[config.mk]
export PLATFORM = sky130hd
export DESIGN_NAME = rx_flow_ctl
export DESIGN_NICKNAME = d
export VERILOG_FILES = /design/src/rtl/rxfc_pkg.sv /design/src/rtl/rxfc_fifo.sv /design/src/rtl/rxfc_chan.sv /design/src/rtl/rxfc_regs.sv /design/src/rtl/rx_flow_ctl.sv
export SDC_FILE = /design/constraint.sdc
export NUM_CORES = 1
export LEC_CHECK = 0
export ABC_AREA = 1
export BUFFER_PORTS_ARGS = -buffer_cell sky130_fd_sc_hd__clkbuf_2
export CAP_MARGIN = 15
export CORE_MARGIN = 2
export CORE_UTILIZATION = 50
export CTS_BUF_LIST = sky130_fd_sc_hd__clkbuf_8 sky130_fd_sc_hd__clkbuf_16
export CTS_CLUSTER_DIAMETER = 120
export CTS_CLUSTER_SIZE = 8
export DETAILED_ROUTE_END_ITERATION = 10
export PLACE_DENSITY = 0.84
export RECOVER_POWER = 25
export SLEW_MARGIN = 20
export SYNTH_ARGS = -nofsm -noshare
export SYNTH_HDL_FRONTEND = slang
export SYNTH_SLANG_ARGS = --single-unit
[constraint.sdc]
create_clock -name clk -period 2.2 [get_ports clk]
set_clock_uncertainty 0.2 [all_clocks]
set_input_delay 0.44 -clock clk [delete_from_list [all_inputs] [get_ports clk]]
set_output_delay 0.44 -clock clk [all_outputs]
set_load 0.02 [all_outputs]
[src/rtl/rxfc_pkg.sv]
package rxfc_pkg;
  localparam int NCH = 2;
  localparam logic [7:0] VEC_RESET = 8'h0F;

  // per-channel mode fields
  typedef struct packed {
    logic tx_auto;   // bit 2
    logic full_sel;  // bit 1
    logic rx_auto;   // bit 0
  } mode_t;

  typedef enum logic [1:0] {
    A_MODE_A = 2'd0,
    A_MODE_B = 2'd1,
    A_VEC    = 2'd2,
    A_OPORT  = 2'd3
  } cfg_addr_e;

  // status byte position of a channel's receiver bit
  function automatic int isr_pos(int ch);
    return ch * 4 + 1;
  endfunction
endpackage

[src/rtl/rxfc_fifo.sv]
module rxfc_fifo #(
  parameter int DW    = 8,
  parameter int DEPTH = 3
) (
  input  logic          clk,
  input  logic          rst_n,
  input  logic          push,
  input  logic [DW-1:0] din,
  input  logic          pop_ready,
  output logic          pop_valid,
  output logic [DW-1:0] dout,
  output logic          full,
  output logic          full_nx,
  output logic          empty_nx,
  output logic          overrun
);
  localparam int AW = (DEPTH > 1) ? $clog2(DEPTH) : 1;
  localparam int CW = $clog2(DEPTH + 1);
  localparam logic [CW-1:0] CMAX = CW'(DEPTH);
  localparam logic [AW-1:0] PLAST = AW'(DEPTH - 1);

  logic [DW-1:0] mem [DEPTH];
  logic [AW-1:0] wr_ptr, rd_ptr;
  logic [CW-1:0] cnt, cnt_nx;
  logic          empty, do_pop, do_push;

  assign empty     = (cnt == '0);
  assign full      = (cnt == CMAX);
  assign pop_valid = !empty;
  assign dout      = mem[rd_ptr];
  assign do_pop    = pop_ready && !empty;
  assign do_push   = push && (!full || do_pop);
  assign cnt_nx    = cnt + CW'(do_push) - CW'(do_pop);
  assign full_nx   = (cnt_nx == CMAX);
  assign empty_nx  = (cnt_nx == '0);

  always_ff @(posedge clk or negedge rst_n) begin
    if (!rst_n) begin
      wr_ptr  <= '0;
      rd_ptr  <= '0;
      cnt     <= '0;
      overrun <= 1'b0;
    end else begin
      cnt <= cnt_nx;
      if (do_push) wr_ptr <= (wr_ptr == PLAST) ? '0 : wr_ptr + 1'b1;
      if (do_pop)  rd_ptr <= (rd_ptr == PLAST) ? '0 : rd_ptr + 1'b1;
      if (push && full && !do_pop) overrun <= 1'b1;
    end
  end

  always_ff @(posedge clk) begin
    if (do_push) mem[wr_ptr] <= din;
  end
endmodule

[src/rtl/rxfc_chan.sv]
module rxfc_chan
  import rxfc_pkg::*;
(
  input  logic  clk,
  input  logic  rst_n,
  input  mode_t mode,
  input  logic  op_bit,
  input  logic  start,
  input  logic  full,
  input  logic  full_nx,
  input  logic  empty_nx,
  output logic  auto_en,
  output logic  rts_n,
  output logic  isr_bit
);
  logic drop_q, drop_nx;

  // both sides requesting RTS control is illegal: fall back to manual
  assign auto_en = mode.rx_auto && !mode.tx_auto;
  // drop on start bit while full; hold until a slot frees
  assign drop_nx = auto_en && ((start && full) || drop_q) && full_nx;

  always_ff @(posedge clk or negedge rst_n) begin
    if (!rst_n) begin
      drop_q  <= 1'b0;
      rts_n   <= 1'b1;
      isr_bit <= 1'b0;
    end else begin
      drop_q  <= drop_nx;
      rts_n   <= auto_en ? drop_nx : !op_bit;
      isr_bit <= mode.full_sel ? full_nx : !empty_nx;
    end
  end
endmodule

[src/rtl/rxfc_regs.sv]
module rxfc_regs
  import rxfc_pkg::*;
(
  input  logic                clk,
  input  logic                rst_n,
  input  logic                stop,
  input  logic                we,
  input  logic [1:0]          addr,
  input  logic [7:0]          wdata,
  output logic [7:0]          rdata,
  output mode_t [NCH-1:0]     mode,
  output logic [7:0]          vec,
  output logic [7:0]          oport
);
  always_ff @(posedge clk or negedge rst_n) begin
    if (!rst_n) begin
      mode  <= '0;
      vec   <= VEC_RESET;
      oport <= '0;
    end else if (we) begin
      unique case (cfg_addr_e'(addr))
        A_MODE_A: if (!stop) mode[0] <= mode_t'(wdata[2:0]);
        A_MODE_B: if (!stop) mode[1] <= mode_t'(wdata[2:0]);
        A_VEC:    vec   <= wdata;
        A_OPORT:  oport <= wdata;
      endcase
    end
  end

  always_comb begin
    unique case (cfg_addr_e'(addr))
      A_MODE_A: rdata = stop ? 8'h00 : {5'b0, mode[0]};
      A_MODE_B: rdata = stop ? 8'h00 : {5'b0, mode[1]};
      A_VEC:    rdata = vec;
      A_OPORT:  rdata = oport;
    endcase
  end
endmodule

[src/rtl/rx_flow_ctl.sv]
module rx_flow_ctl
  import rxfc_pkg::*;
#(
  parameter int DW    = 8,
  parameter int DEPTH = 3
) (
  input  logic              clk,
  input  logic              rst_n,
  input  logic              mod_stop,
  input  logic              cfg_we,
  input  logic [1:0]        cfg_addr,
  input  logic [7:0]        cfg_wdata,
  output logic [7:0]        cfg_rdata,
  input  logic [NCH-1:0]    start_det,
  input  logic [NCH-1:0]    push_valid,
  input  logic [NCH*DW-1:0] push_data,
  output logic [NCH-1:0]    pop_valid,
  input  logic [NCH-1:0]    pop_ready,
  output logic [NCH*DW-1:0] pop_data,
  output logic [NCH-1:0]    rts_n,
  output logic [7:0]        isr_rx,
  output logic [NCH-1:0]    overrun
);
  mode_t [NCH-1:0] mode;
  logic [7:0]      vec, oport;
  logic [NCH-1:0]  fifo_full, full_nx, empty_nx, auto_en, isr_bits, sel_v;

  rxfc_regs u_regs (
    .clk   (clk),
    .rst_n (rst_n),
    .stop  (mod_stop),
    .we    (cfg_we),
    .addr  (cfg_addr),
    .wdata (cfg_wdata),
    .rdata (cfg_rdata),
    .mode  (mode),
    .vec   (vec),
    .oport (oport)
  );

  for (genvar c = 0; c < NCH; c++) begin : g_ch
    assign sel_v[c] = mode[c].full_sel;

    rxfc_fifo #(.DW(DW), .DEPTH(DEPTH)) u_fifo (
      .clk       (clk),
      .rst_n     (rst_n),
      .push      (push_valid[c]),
      .din       (push_data[c*DW +: DW]),
      .pop_ready (pop_ready[c]),
      .pop_valid (pop_valid[c]),
      .dout      (pop_data[c*DW +: DW]),
      .full      (fifo_full[c]),
      .full_nx   (full_nx[c]),
      .empty_nx  (empty_nx[c]),
      .overrun   (overrun[c])
    );

    rxfc_chan u_chan (
      .clk      (clk),
      .rst_n    (rst_n),
      .mode     (mode[c]),
      .op_bit   (oport[c]),
      .start    (start_det[c]),
      .full     (fifo_full[c]),
      .full_nx  (full_nx[c]),
      .empty_nx (empty_nx[c]),
      .auto_en  (auto_en[c]),
      .rts_n    (rts_n[c]),
      .isr_bit  (isr_bits[c])
    );
  end

  always_comb begin
    isr_rx = '0;
    for (int c = 0; c < NCH; c++) isr_rx[isr_pos(c)] = isr_bits[c];
  end
endmodule

### Word level (Yosys, flattened, before mapping)

Memories as Yosys holds them, arrays and structs flattened.
Cells that the tools add are included.

| storage, ports and cells | value |
|---|---|
| register bits after elaboration | 42 |
| memory bits (writable) | 48 |
| input port bits | 36 |
| output and inout port bits | 38 |
| word-level logic and storage cells | 100 |
| memories | 2 |

Memory list:

| name | words | bits a word | rd ports | clocked after memory_dff | wr ports | line | RTL |
|---|---|---|---|---|---|---|---|
| g_ch[0].u_fifo.mem | 3 | 8 | 1 | 0 | 1 | rxfc_fifo.sv:22 | `logic [DW-1:0] mem [DEPTH];` |
| g_ch[1].u_fifo.mem | 3 | 8 | 1 | 0 | 1 | rxfc_fifo.sv:22 |  |

| operators by class | value |
|---|---|
| add/sub/neg operators | 8 |
| eq/ne operators | 11 |
| mux-type cells | 15 |
| bitwise operators | 1 |
| reduce and logical (&&, ||, !) cells | 41 |

Operator list:

| operator | count |
|---|---|
| 8-bit one-hot mux with 4 select lines | 1 |
| 2-bit equality test (second input constant) | 10 |
| 1-bit logical AND | 16 |
| 1-bit logical NOT | 12 |
| 2-bit logical NOT | 5 |
| 2-bit by 1-bit adder with 2-bit output (second input constant) | 4 |
| 1-bit 2-to-1 mux | 8 |
| 2-bit 2-to-1 mux | 4 |
| 3-bit 2-to-1 mux | 2 |
| 3-bit AND reduction | 2 |
| 2-bit by 1-bit adder with 2-bit output | 2 |
| 1-bit logical OR | 4 |
| 2-bit AND reduction | 2 |
| 2-bit by 1-bit subtractor with 2-bit output | 2 |
| 2-bit by 1-bit equality test with 1-bit output (second input constant) | 1 |
| 1-bit inverter | 1 |

### Logic depth before layout (Yosys ltp)

Gate-level depths: netlist of the first run.

| logic depth | value |
|---|---|
| depth after elaboration | 10 |
| depth in mapped cells | 12 |
| depth with buffers taken out | 12 |

### Modules after synthesis

From an unflattened synthesis of the first run, not the netlist that was laid out.

| second synthesis, totals | value |
|---|---|
| cells, all modules | 394 |
| area, all modules | 4080.2 um2 |

Modules (own cells, without submodules):

| module | instances | cells each | area an instance (um2) | sequential area each (um2) |
|---|---|---|---|---|
| rxfc_fifo at g_ch[0].u_fifo | 1 | 113 | 1318.8 | 895.9 |
| rxfc_fifo at g_ch[1].u_fifo | 1 | 113 | 1305.0 | 895.9 |
| rxfc_regs | 1 | 133 | 1144.8 | 555.5 |
| rxfc_chan | 2 | 14 | 131.4 | 76.3 |
| rx_flow_ctl | 1 | 7 | 48.8 | 0.0 |

### Worst setup path before layout of the first run

OpenSTA, ideal clock, no wires.

| path | value |
|---|---|
| kind | register -> register |
| start | register g_ch[1].u_fifo.cnt[1] |
| end | memory g_ch[1].u_fifo.mem[2][0], enable pin |
| setup time | 0.383 ns |
| arrival time | 1.357 ns |
| required time | 1.617 ns |
| path slack | 0.259 ns |
| cell stages (with the launch flop) | 6 |
| buffers on the path | 0 |
| period minus slack after synthesis | 1.941 ns |
| cell sequence | dfrtp_1 > nand2_1 > nor2_1 > nor2_1 > inv_1 > nor3_1 |

| between the ends | value |
|---|---|
| word-level cells in the longest chain between the ends | 7 |
| elaborated cells between the ends (all ways) | 9 |
| classes of those cells | eq/ne (1); mux (2); reduce/logical (6) |

Ends and longest elaborated chain:

| element | line | RTL |
|---|---|---|
| start: declaration | rxfc_fifo.sv:24 | `logic [CW-1:0] cnt, cnt_nx;` |
| start signal: assignment | rxfc_fifo.sv:44 | `cnt <= cnt_nx;` |
| 2-bit logical NOT | rxfc_fifo.sv:27 | `assign empty = (cnt == '0);` |
| 1-bit logical NOT | rxfc_fifo.sv:31 | `assign do_pop = pop_ready && !empty;` |
| 1-bit logical AND | rxfc_fifo.sv:31 |  |
| 1-bit logical OR * | rxfc_fifo.sv:32 | `assign do_push = push && (!full \|\| do_pop);` |
| 1-bit logical AND * | rxfc_fifo.sv:32 |  |
| via g_ch[1].u_fifo.do_push | rxfc_fifo.sv:25 | `logic empty, do_pop, do_push;` |
| 1-bit 2-to-1 mux * | rxfc_fifo.sv:52 | `if (do_push) mem[wr_ptr] <= din;` |
| 1-bit 2-to-1 mux (not written as such) * | rxfc_fifo.sv:52 |  |
| end: declaration | rxfc_fifo.sv:22 |  |

Mark *: on every way through the listed nets, which the timed path passes. The rest lies on a longest branch.

### Worst setup path in the final report of the first run

| path | value |
|---|---|
| start | register g_ch[1].u_fifo.rd_ptr[1] |
| end | output port pop_data[13] |

| between the ends | value |
|---|---|
| word-level cells in the longest chain between the ends | 1 |

Ends and longest elaborated chain:

| element | line | RTL |
|---|---|---|
| start: declaration | rxfc_fifo.sv:23 | `logic [AW-1:0] wr_ptr, rd_ptr;` |
| start signal: assignment | rxfc_fifo.sv:46 | `if (do_pop) rd_ptr <= (rd_ptr == PLAST) ? '0 : rd_ptr + 1'b1;` |
| memory 3 x 8 bit | n/a |  |
| end: declaration | rx_flow_ctl.sv:19 | `output logic [NCH*DW-1:0] pop_data,` |

No other way between the ends.

==> impl_metrics.env, run 1 <==
export IMPL_crit_path_start_kind="register"
export IMPL_path_clk_slew_ps=100
export IMPL_hold_depth=1
export IMPL_drv_slew=0
export IMPL_power_mw=5.54
export IMPL_n_antenna_cell=0
export IMPL_design_area_mm2=0.00452
export IMPL_pwr_density_cell_mw_per_mm2=1230
export IMPL_clk_latency_ps=350
export IMPL_io_buffer_count=67
export IMPL_hpwl_mm=5.21
export IMPL_setup_viol=0
export IMPL_syn_area_mm2=0.00389
export IMPL_place_gp_congestion=0.834
export IMPL_yosys_area_top_type="edfxtp_1"
export IMPL_core_region_area_mm2=0.00765
export IMPL_area_growth_pct=16.3
export IMPL_hold_violations=0
export IMPL_grt_max_degree=25
export IMPL_wl_per_cell_um=12.3
export IMPL_required_ps=1560
export IMPL_antenna_left=0
export IMPL_first_iter_violations=68
export IMPL_cts_buffer_depth=2
export IMPL_ys_ff_latch=90
export IMPL_cts_tree="yes"
export IMPL_vias_per_cell=4.83
export IMPL_rows=32
export IMPL_drive_gt1_frac=0.256
export IMPL_grt_pass1_wl_mm=11.6
export IMPL_tightest_slew_ps=591
export IMPL_vias=2683
export IMPL_avgSynthCellArea_um2=10.5
export IMPL_cts_inserted_buffers=9
export IMPL_critPathKind="register to output port"
export IMPL_relSlewSlack=0.606
export IMPL_ff2ff_path_depth=12
export IMPL_cts_num_sinks=90
export IMPL_die_h_um=92.2
export IMPL_nets=489
export IMPL_ir_drop_uv=505
export IMPL_ys_seq_area_frac=0.643
export IMPL_yosysWarnings=0
export IMPL_start_util=0.508
export IMPL_outcome="finished clean"
export IMPL_dieWidth_um=92.2
export IMPL_totalWireLength_mm=6.86
export IMPL_netlist_instances=370
export IMPL_top_level_ports=74
export IMPL_overflow=0
export IMPL_crit_path_end_kind="output port"
export IMPL_die_area_mm2=0.00849
export IMPL_max_freq_ghz=0.477
export IMPL_h_tree_depth=3
export IMPL_tns_ps=0
export IMPL_maxCapViolations=0
export IMPL_fillers=643
export IMPL_grt_pass1_vias=2687
export IMPL_cts_root_buf="clkbuf_8"
export IMPL_drc_errors=0
export IMPL_synth_area_leaders="edfxtp_1 37%, dfrtp_1 23%, nand2_1 11%"
export IMPL_fin_crit_sh=0.952
export IMPL_crit_fanout=8
export IMPL_p_leak_nw=2.10
export IMPL_layout_min_cycle_time_ps=2090
export IMPL_holdWs_ps=104
export IMPL_dr_pass1_iters=4
export IMPL_yosysTopAreaCellShare=0.371
export IMPL_final_common_cell="nand2_1"
export IMPL_grt_antenna_before_repair=0
export IMPL_worstPathArrival_ps=1450
export IMPL_min_path_type="input pin to register"
export IMPL_grt_total_usage=0.174
export IMPL_most_common_layout_cells="118 x nand2_1, 48 x edfxtp_1, 47 x clkbuf_2"
export IMPL_yosys_cell_types_count=28
export IMPL_utilization=0.591
export IMPL_dpl_cell_area_mm2=0.00431
[report_power, final]
part / leakage [nW] / switching [mW] / internal (mW)
Combinational: 1.06 / 1.34 / 0.736
Clock: 0.0982 / 0.616 / 0.440
Sequential: 0.944 / 0.204 / 2.20
[flip-flops by register name, summed over array words and instances, names as in the netlist]
register,count
g_ch.u_chan.drop_q,2
g_ch.u_chan.isr_bit,2
g_ch.u_chan.rts_n,2
g_ch.u_fifo.cnt,4
g_ch.u_fifo.mem,48
g_ch.u_fifo.overrun,2
g_ch.u_fifo.rd_ptr,4
g_ch.u_fifo.wr_ptr,4
u_regs.mode,6
u_regs.oport,8
u_regs.vec,8
[per-stage QoR]
stage / cells / worst slack, ps
floorplan: 375 / 259
global placement: 537 / 294
detailed placement: 537 / 229
CTS: 554 / 15.2
global route: 556 / -11.0
finish: 556 / 105
[path summary, 6_finish.rpt]
| path | slack, ps | from | endpoint |
|---|---|---|---|
| max | 110 | g_ch[1].u_fifo.rd_ptr[1]$_DFFE_PN0P_ | pop_data[13] |
| min | 100 | push_data[6] | g_ch[0].u_fifo.mem[1][6]$_DFFE_PP_ |
| max reg2reg | 220 | g_ch[1].u_fifo.cnt[1]$_DFF_PN0_ | g_ch[1].u_chan.rts_n$_DFF_PN1_ |
| min reg2reg | 270 | g_ch[1].u_fifo.overrun$_DFFE_PN0P_ | g_ch[1].u_fifo.overrun$_DFFE_PN0P_ |
| max in group asynchronous | 740 | rst_n | g_ch[1].u_chan.rts_n$_DFF_PN1_ |
| min in group asynchronous | 410 | rst_n | u_regs.vec[5]$_DFFE_PN0P_ |
[cell type report]
class	instances	area, µm²	area share
sequential	90	2500	0.553
multi-input combinational	221	1090	0.242
timing repair buffer	81	430	0.0952
clock inverter	7	66.3	0.0147
clock buffer	9	124	0.0274
inverter	46	175	0.0388
tap	102	128	0.0282
[metal layers]
layer | vias to the layer above | global-route usage | part of all wire
li1 | 1347 | - | -
met2 | 57 | 0.311 | 0.51
met3 | 10 | 0.0304 | 0.035
met5 | - | 0 | 0
met4 | 0 | 0.0709 | 0.013
met1 | 1269 | 0.209 | 0.44
[synthesized netlist by cell type]
library cell,count
dfstp_2,6
nor2_2,2
buf_4,14
o21ai_2,16
inv_2,2
edfxtp_1,48
nor3_2,1
or2_2,1
inv_1,44
buf_2,2
nor2_4,1
buf_6,2
a21o_1,2
ha_1,4
nand2_4,2
a22o_1,5
nand2_2,4
o21ai_1,6
nand3_2,1
nand3_1,29
nor3_1,2
nand2_1,118
conb_1,1
dfrtp_1,36
a21oi_1,2
o21ai_0,7
nand4_1,3
nor2_1,9
[logic make-up (layout without fill, tap and decap cells)]
logic type / count (synthesis) / count (layout) / share of synthesized area
adder cells (fa/ha/maj): 4 / 4 / 0.0129
flip-flops: 90 / 90 / 0.643
other: 1 / 6 / 0.000965
AND/OR/NAND/NOR: 173 / 173 / 0.193
AO/OA/AOI/OAI: 38 / 38 / 0.0705
buffers and inverters: 64 / 143 / 0.0798
[what timing repair did]
item,CTS,global route
hold endpoints to repair,19,0
endpoints found under the setup margin,16,10
hold buffers,1,0
cloned,0,0
pin swaps,0,0
gates resized for setup,3,9
setup buffers,0,2
[critical path, stage by stage, from the launching register on]
cell,delay (ps)
dfrtp_1,420
inv_1,60
nand2_1,70
inv_1,200
nand2_1,90
nand3_1,90
clkbuf_2,170
No activity file was read; power rests on OpenSTA's default activity.
==> inputs of run 2 (changes only) <==
CELL_PAD_IN_SITES_DETAIL_PLACEMENT = 2   (was default)
CELL_PAD_IN_SITES_GLOBAL_PLACEMENT = 2   (was default)
CORE_MARGIN = default   (was 2)
CORE_UTILIZATION = 35   (was 50)
PLACE_DENSITY = 0.9   (was 0.84)
==> impl_metrics.env, run 2 (synthesized netlist as in run 1, its figures left out) <==
export IMPL_most_common_layout_cells="117 x nand2_1, 48 x edfxtp_1, 44 x inv_1"
export IMPL_clk_latency_ps=350
export IMPL_worstReg2RegStart="g_ch[0].u_fifo.cnt[1]$_DFF_PN0_"
export IMPL_worstPathArrival_ps=1480
export IMPL_first_iter_violations=54
export IMPL_cts_inserted_buffers=9
export IMPL_cts_num_sinks=90
export IMPL_area_growth_pct=18.8
export IMPL_max_freq_ghz=0.471
export IMPL_tightest_slew_ps=562
export IMPL_relSlewSlack=0.625
export IMPL_maxCapViolations=0
export IMPL_crit_fanout=8
export IMPL_top_usage_layer="met2"
export IMPL_top_register="g_ch.u_fifo.mem"
export IMPL_ff2ff_path_depth=11
export IMPL_rsz0062_at_grt="false"
export IMPL_h_tree_depth=3
export IMPL_met2_usage=0.316
export IMPL_use_met1=0.193
export IMPL_p_leak_nw=2.12
export IMPL_slowest_stage="dfrtp_1"
export IMPL_rr_endpoint="g_ch[0].u_chan.isr_bit$_DFF_PN0_"
export IMPL_crit_chain="or2_4 -> clkinvlp_4 -> nand2_1 -> nand3_1 -> buf_4"
export IMPL_use_met3=0.0333
export IMPL_grt_antenna_before_repair=0
export IMPL_setup_viol=0
export IMPL_path_clk_slew_ps=90
export IMPL_start_util=0.358
export IMPL_ir_drop_uv=522
export IMPL_antenna_left=0
export IMPL_dr_pass1_iters=4
export IMPL_vias_per_cell=4.73
export IMPL_grt_pass1_wl_mm=14.9
export IMPL_n_antenna_cell=0
export IMPL_fin_crit_sh=0.965
export IMPL_place_gp_congestion=0.743
export IMPL_largest_reg_flops=48
export IMPL_top_level_ports=74
export IMPL_overflow=0
export IMPL_layout_min_cycle_time_ps=2120
export IMPL_crit_path_end_kind="output port"
export IMPL_tns_ps=0
export IMPL_io_buffer_count=67
export IMPL_pwr_density_cell_mw_per_mm2=1270
export IMPL_cp_depth=5
export IMPL_grt_max_degree=43
export IMPL_min_path_type="input pin to register"
export IMPL_totalWireLength_mm=9.19
export IMPL_largest_registers="g_ch.u_fifo.mem (48), u_regs.oport (8), u_regs.vec (8)"
export IMPL_crit_path_start_kind="register"
export IMPL_crit_path_end="pop_data[15]"
export IMPL_regArea_mm2=0.00250
export IMPL_cts_root_buf="clkbuf_8"
export IMPL_vias=2802
export IMPL_holdWs_ps=103
export IMPL_drv_slew=0
export IMPL_critPathKind="register to output port"
export IMPL_cts_tree="yes"
export IMPL_die_h_um=107
export IMPL_hold_violations=0
export IMPL_rows=38
export IMPL_r2r_slack_ps=200
export IMPL_multiInputGateArea_mm2=0.00112
export IMPL_cts_buffer_depth=2
export IMPL_fillers=1186
export IMPL_max_stage_delay_ps=420
export IMPL_grt_pass1_vias=3060
export IMPL_final_common_cell="nand2_1"
export IMPL_cp_top_family="simple AND/OR/NAND/NOR gates"
export IMPL_dieWidth_um=107
export IMPL_drive_gt1_frac=0.261
export IMPL_outcome="finished clean"
export IMPL_grt_total_usage=0.171
export IMPL_critPathBufInv=2
export IMPL_utilization=0.426
export IMPL_hpwl_mm=6.89
export IMPL_required_ps=1560
export IMPL_die_area_mm2=0.0115
export IMPL_wl_per_cell_um=15.5
export IMPL_nets=487
export IMPL_crit_path_start="g_ch[1].u_fifo.rd_ptr[1]$_DFFE_PN0P_"
export IMPL_drc_errors=0
export IMPL_core_region_area_mm2=0.0108
-- run 2: where the power goes --
part | leakage (nW) | internal [mW] | switching (mW)
combinational | 1.06 | 0.792 | 1.45
sequential | 0.946 | 2.20 | 0.227
clock | 0.116 | 0.633 | 0.577
-- run 2: cell type report --
class                      instances  area share
sequential                        90       0.541
multi-input combinational        221       0.242
timing repair buffer              79      0.0951
clock buffer                       9      0.0268
clock inverter                     7      0.0187
tap                              140      0.0379
inverter                          46      0.0382
-- run 2: through the flow --
step                std cells  worst slack, ps  area (µm²)  power [mW]
detailed placement        574              178        4350        4.59
finish                    592             76.0        4620        5.88
CTS                       592             19.1        4590        5.87
floorplan                 375              259        3910        3.83
global route              592            0.801        4620        6.28
global placement          574              272        4350        4.43
-- run 2: how the worst min path moves through the flow --
stage | endpoint | from | slack (ps) | cells after the start
2_1_floorplan | g_ch[0].u_chan.drop_q$_DFF_PN0_ | rst_n | -60 | 0
3_3_place_gp | g_ch[1].u_fifo.overrun$_DFFE_PN0P_ | g_ch[1].u_fifo.overrun$_DFFE_PN0P_ | 250 | 1
3_5_place_dp | g_ch[1].u_fifo.overrun$_DFFE_PN0P_ | g_ch[1].u_fifo.overrun$_DFFE_PN0P_ | 260 | 1
4_1_cts | g_ch[0].u_fifo.mem[1][3]$_DFFE_PP_ | push_data[3] | 70 | 1
5_1_grt | g_ch[0].u_fifo.mem[1][3]$_DFFE_PP_ | push_data[3] | 100 | 1
6_report | g_ch[1].u_fifo.overrun$_DFFE_PN0P_ | push_valid[1] | 100 | 2
-- run 2: timing repair --
item	CTS	global route
setup buffers	1	0
resized for setup	4	24
hold buffers	1	0
endpoints found under the setup margin	12	19
endpoints found under the hold margin	36	0
-- run 2: per-layer routing --
metal  vias to the layer above  routed length [µm]  share of wire
li1                       1337                   -              -
met1                      1400                3940           0.43
met2                        53                4810           0.52
met3                        12                 290          0.032
met4                         0                 148          0.016
met5                         -                   0              0
==> inputs of run 3 (changes only) <==
ABC_AREA = default   (was 1)
CORE_UTILIZATION = 38   (was 35)
==> impl_metrics.env, run 3 <==
export IMPL_use_met1=0.190
export IMPL_worstReg2RegStart="g_ch[1].u_fifo.cnt[0]$_DFF_PN0_"
export IMPL_grt_total_usage=0.179
export IMPL_yosysTopAreaCellShare=0.371
export IMPL_vias_per_cell=4.91
export IMPL_p_leak_nw=1.92
export IMPL_wl_per_cell_um=18.1
export IMPL_rsz0062_at_grt="true"
export IMPL_vias=2408
export IMPL_die_area_mm2=0.0106
export IMPL_met2_usage=0.347
export IMPL_hold_violations=0
export IMPL_max_freq_ghz=0.469
export IMPL_path_clk_slew_ps=90
export IMPL_crit_fanout=3
export IMPL_yosys_area_top_type="edfxtp_1"
export IMPL_totalWireLength_mm=8.86
export IMPL_yosysWarnings=0
export IMPL_rows=36
export IMPL_synth_top_cells_by_count="48 x edfxtp_1, 36 x dfrtp_1, 28 x mux2_2, 25 x nand2_1, 24 x mux2i_1"
export IMPL_synth_top_flop_cell="edfxtp_1"
export IMPL_io_buffer_count=67
export IMPL_yosys_cell_types_count=32
export IMPL_comb_power_share=0.350
export IMPL_n_antenna_cell=0
export IMPL_holdPathEnd="g_ch[1].u_fifo.mem[0][2]$_DFFE_PP_"
export IMPL_power_mw=5.67
export IMPL_seqPwrFrac=0.458
export IMPL_cp_top_family="adder cells"
export IMPL_drc_errors=0
export IMPL_top_usage_layer="met2"
export IMPL_min_path_type="input pin to register"
export IMPL_ir_drop_uv=424
export IMPL_area_growth_pct=18.2
export IMPL_core_region_area_mm2=0.00982
export IMPL_p_clk_frac=0.192
export IMPL_p_int_mw=3.61
export IMPL_dieWidth_um=103
export IMPL_drive_gt1_frac=0.373
export IMPL_critPathBufInv=2
export IMPL_synth_edf_count=48
export IMPL_cts_tree="yes"
export IMPL_synth_most_common_cell="edfxtp_1"
export IMPL_switching_power_mw=2.06
export IMPL_relSlewSlack=0.638
export IMPL_dpl_cell_area_mm2=0.00440
export IMPL_worstPathArrival_ps=2150
export IMPL_pwr_density_cell_mw_per_mm2=1240
export IMPL_overflow=0
export IMPL_cts_buffer_depth=2
export IMPL_drv_slew=0
export IMPL_design_area_mm2=0.00458
export IMPL_largest_reg_flops=48
export IMPL_required_ps=2220
export IMPL_start_util=0.395
export IMPL_crit_path_end_kind="register"
export IMPL_r2r_slack_ps=70
export IMPL_slowest_stage="dfrtp_1"
export IMPL_utilization=0.467
export IMPL_outcome="finished clean"
export IMPL_grt_max_degree=26
export IMPL_largest_registers="g_ch.u_fifo.mem (48), u_regs.oport (8), u_regs.vec (8)"
export IMPL_ys_ff_latch=90
export IMPL_h_tree_depth=3
export IMPL_ff2ff_path_depth=7
export IMPL_ys_async_sr_fraction=0.467
export IMPL_rr_endpoint="g_ch[1].u_chan.isr_bit$_DFF_PN0_"
export IMPL_grt_pass1_wl_mm=13.6
export IMPL_netlist_instances=274
export IMPL_hpwl_mm=6.47
export IMPL_fin_crit_sh=0.970
export IMPL_hold_depth=1
export IMPL_cts_root_buf="clkbuf_8"
export IMPL_fillers=1007
export IMPL_top_register="g_ch.u_fifo.mem"
export IMPL_syn_area_mm2=0.00388
export IMPL_most_common_layout_cells="50 x clkbuf_2, 48 x edfxtp_1, 32 x dfrtp_1"
export IMPL_switching_share=0.363
export IMPL_place_gp_congestion=0.758
export IMPL_cts_num_sinks=90
export IMPL_crit_path_start_kind="register"
export IMPL_synth_area_leaders="edfxtp_1 37%, dfrtp_1 23%, mux2_2 8.1%"
export IMPL_die_h_um=103
export IMPL_grt_pass1_vias=2742
export IMPL_nets=393
export IMPL_layout_min_cycle_time_ps=2130
export IMPL_cts_inserted_buffers=9
export IMPL_first_iter_violations=50
export IMPL_ys_seq_area_frac=0.644
export IMPL_dr_pass1_iters=4
export IMPL_critPathKind="register to register"
export IMPL_use_met3=0.0475
export IMPL_crit_chain="o21ai_2 -> inv_1 -> ha_1 -> inv_1 -> ha_1 -> xor3_1 -> maj3_1"
export IMPL_clk_latency_ps=350
export IMPL_top_level_ports=74
export IMPL_max_stage_delay_ps=410
export IMPL_hold_start="push_data[10]"
export IMPL_final_common_cell="clkbuf_2"
export IMPL_grt_antenna_before_repair=0
export IMPL_setup_viol=0
export IMPL_tightest_slew_ps=543
export IMPL_avgSynthCellArea_um2=14.2
export IMPL_antenna_left=0
export IMPL_maxCapViolations=0
## run 3: cell families after synthesis
logic type,Yosys count,share of synthesized area
multiplexers,52,0.143
adder cells (fa/ha/maj),6,0.0181
AO/OA/AOI/OAI,34,0.0532
other,1,0.000967
XOR/XNOR,2,0.0126
flip-flops,90,0.644
AND/OR/NAND/NOR,56,0.0800
buffers and inverters,33,0.0477
## run 3: how the worst max path moves through the flow
| stage | slack, ps | end | cells after the start | from |
|---|---|---|---|---|
| finish | 70 | g_ch[1].u_chan.isr_bit$_DFF_PN0_ | 7 | g_ch[1].u_fifo.cnt[0]$_DFF_PN0_ |
| floorplan | 30 | g_ch[1].u_chan.isr_bit$_DFF_PN0_ | 7 | g_ch[1].u_fifo.cnt[1]$_DFF_PN0_ |
| detailed placement | -80 | g_ch[1].u_chan.isr_bit$_DFF_PN0_ | 8 | pop_ready[1] |
| global route | -30 | g_ch[1].u_chan.isr_bit$_DFF_PN0_ | 7 | g_ch[1].u_fifo.cnt[0]$_DFF_PN0_ |
| global placement | 60 | g_ch[1].u_chan.isr_bit$_DFF_PN0_ | 8 | pop_ready[1] |
| CTS | 2 | g_ch[1].u_chan.isr_bit$_DFF_PN0_ | 7 | g_ch[1].u_fifo.cnt[0]$_DFF_PN0_ |
## run 3: power groups by stage
stage / clock, mW / sequential [mW] / combinational, mW
after global placement: 0 / 2.56 / 1.87
after floorplan: 0 / 2.40 / 1.48
final: 1.09 / 2.59 / 1.98
after global routing: 1.18 / 2.65 / 2.18
after detailed placement: 0 / 2.62 / 2.01
after CTS: 1.12 / 2.60 / 2.03
## run 3: worst register-to-register path, stage by stage, from the launching register on
cell,delay [ps]
dfrtp_1,410
o21ai_2,160
inv_1,80
ha_1,300
inv_1,70
ha_1,150
xor3_1,270
maj3_1,380
## run 3: layout make-up
class                   count  area (µm²)  share of cell area
clock inverters             6        57.6              0.0126
flip-flops and latches     90        2500               0.546
well taps                 133         166              0.0363
repair buffers             86         473               0.103
multi-input cells         156        1220               0.266
clock buffers               9         124              0.0270
inverters                  10        37.5             0.00819
## run 3: metal layers
metal / vias up / wire length, µm
met4: 0 / 96
met3: 7 / 307
li1: 1115 / -
met5: - / 0
met2: 55 / 4920
met1: 1231 / 3540
## run 3: what timing repair did
item | 4_1_cts | 5_1_grt
hold buffers | 1 | 0
resized for setup | 4 | 9
setup endpoints to repair | 18 | 10
hold endpoints to repair | 14 | 0
setup buffers | 0 | 0
## run 3: through the flow
step / TNS (ps) / std cells / hold slack [ps] / setup slack, ps
after global routing: -32.9 / 490 / 105 / -32.9
after CTS: 0 / 490 / 77.0 / 1.72
after floorplan: 0 / 279 / -55.6 / 27.6
after global placement: 0 / 474 / 233 / 61.8
after detailed placement: -77.7 / 474 / 247 / -77.7
final: 0 / 490 / 108 / 66.6
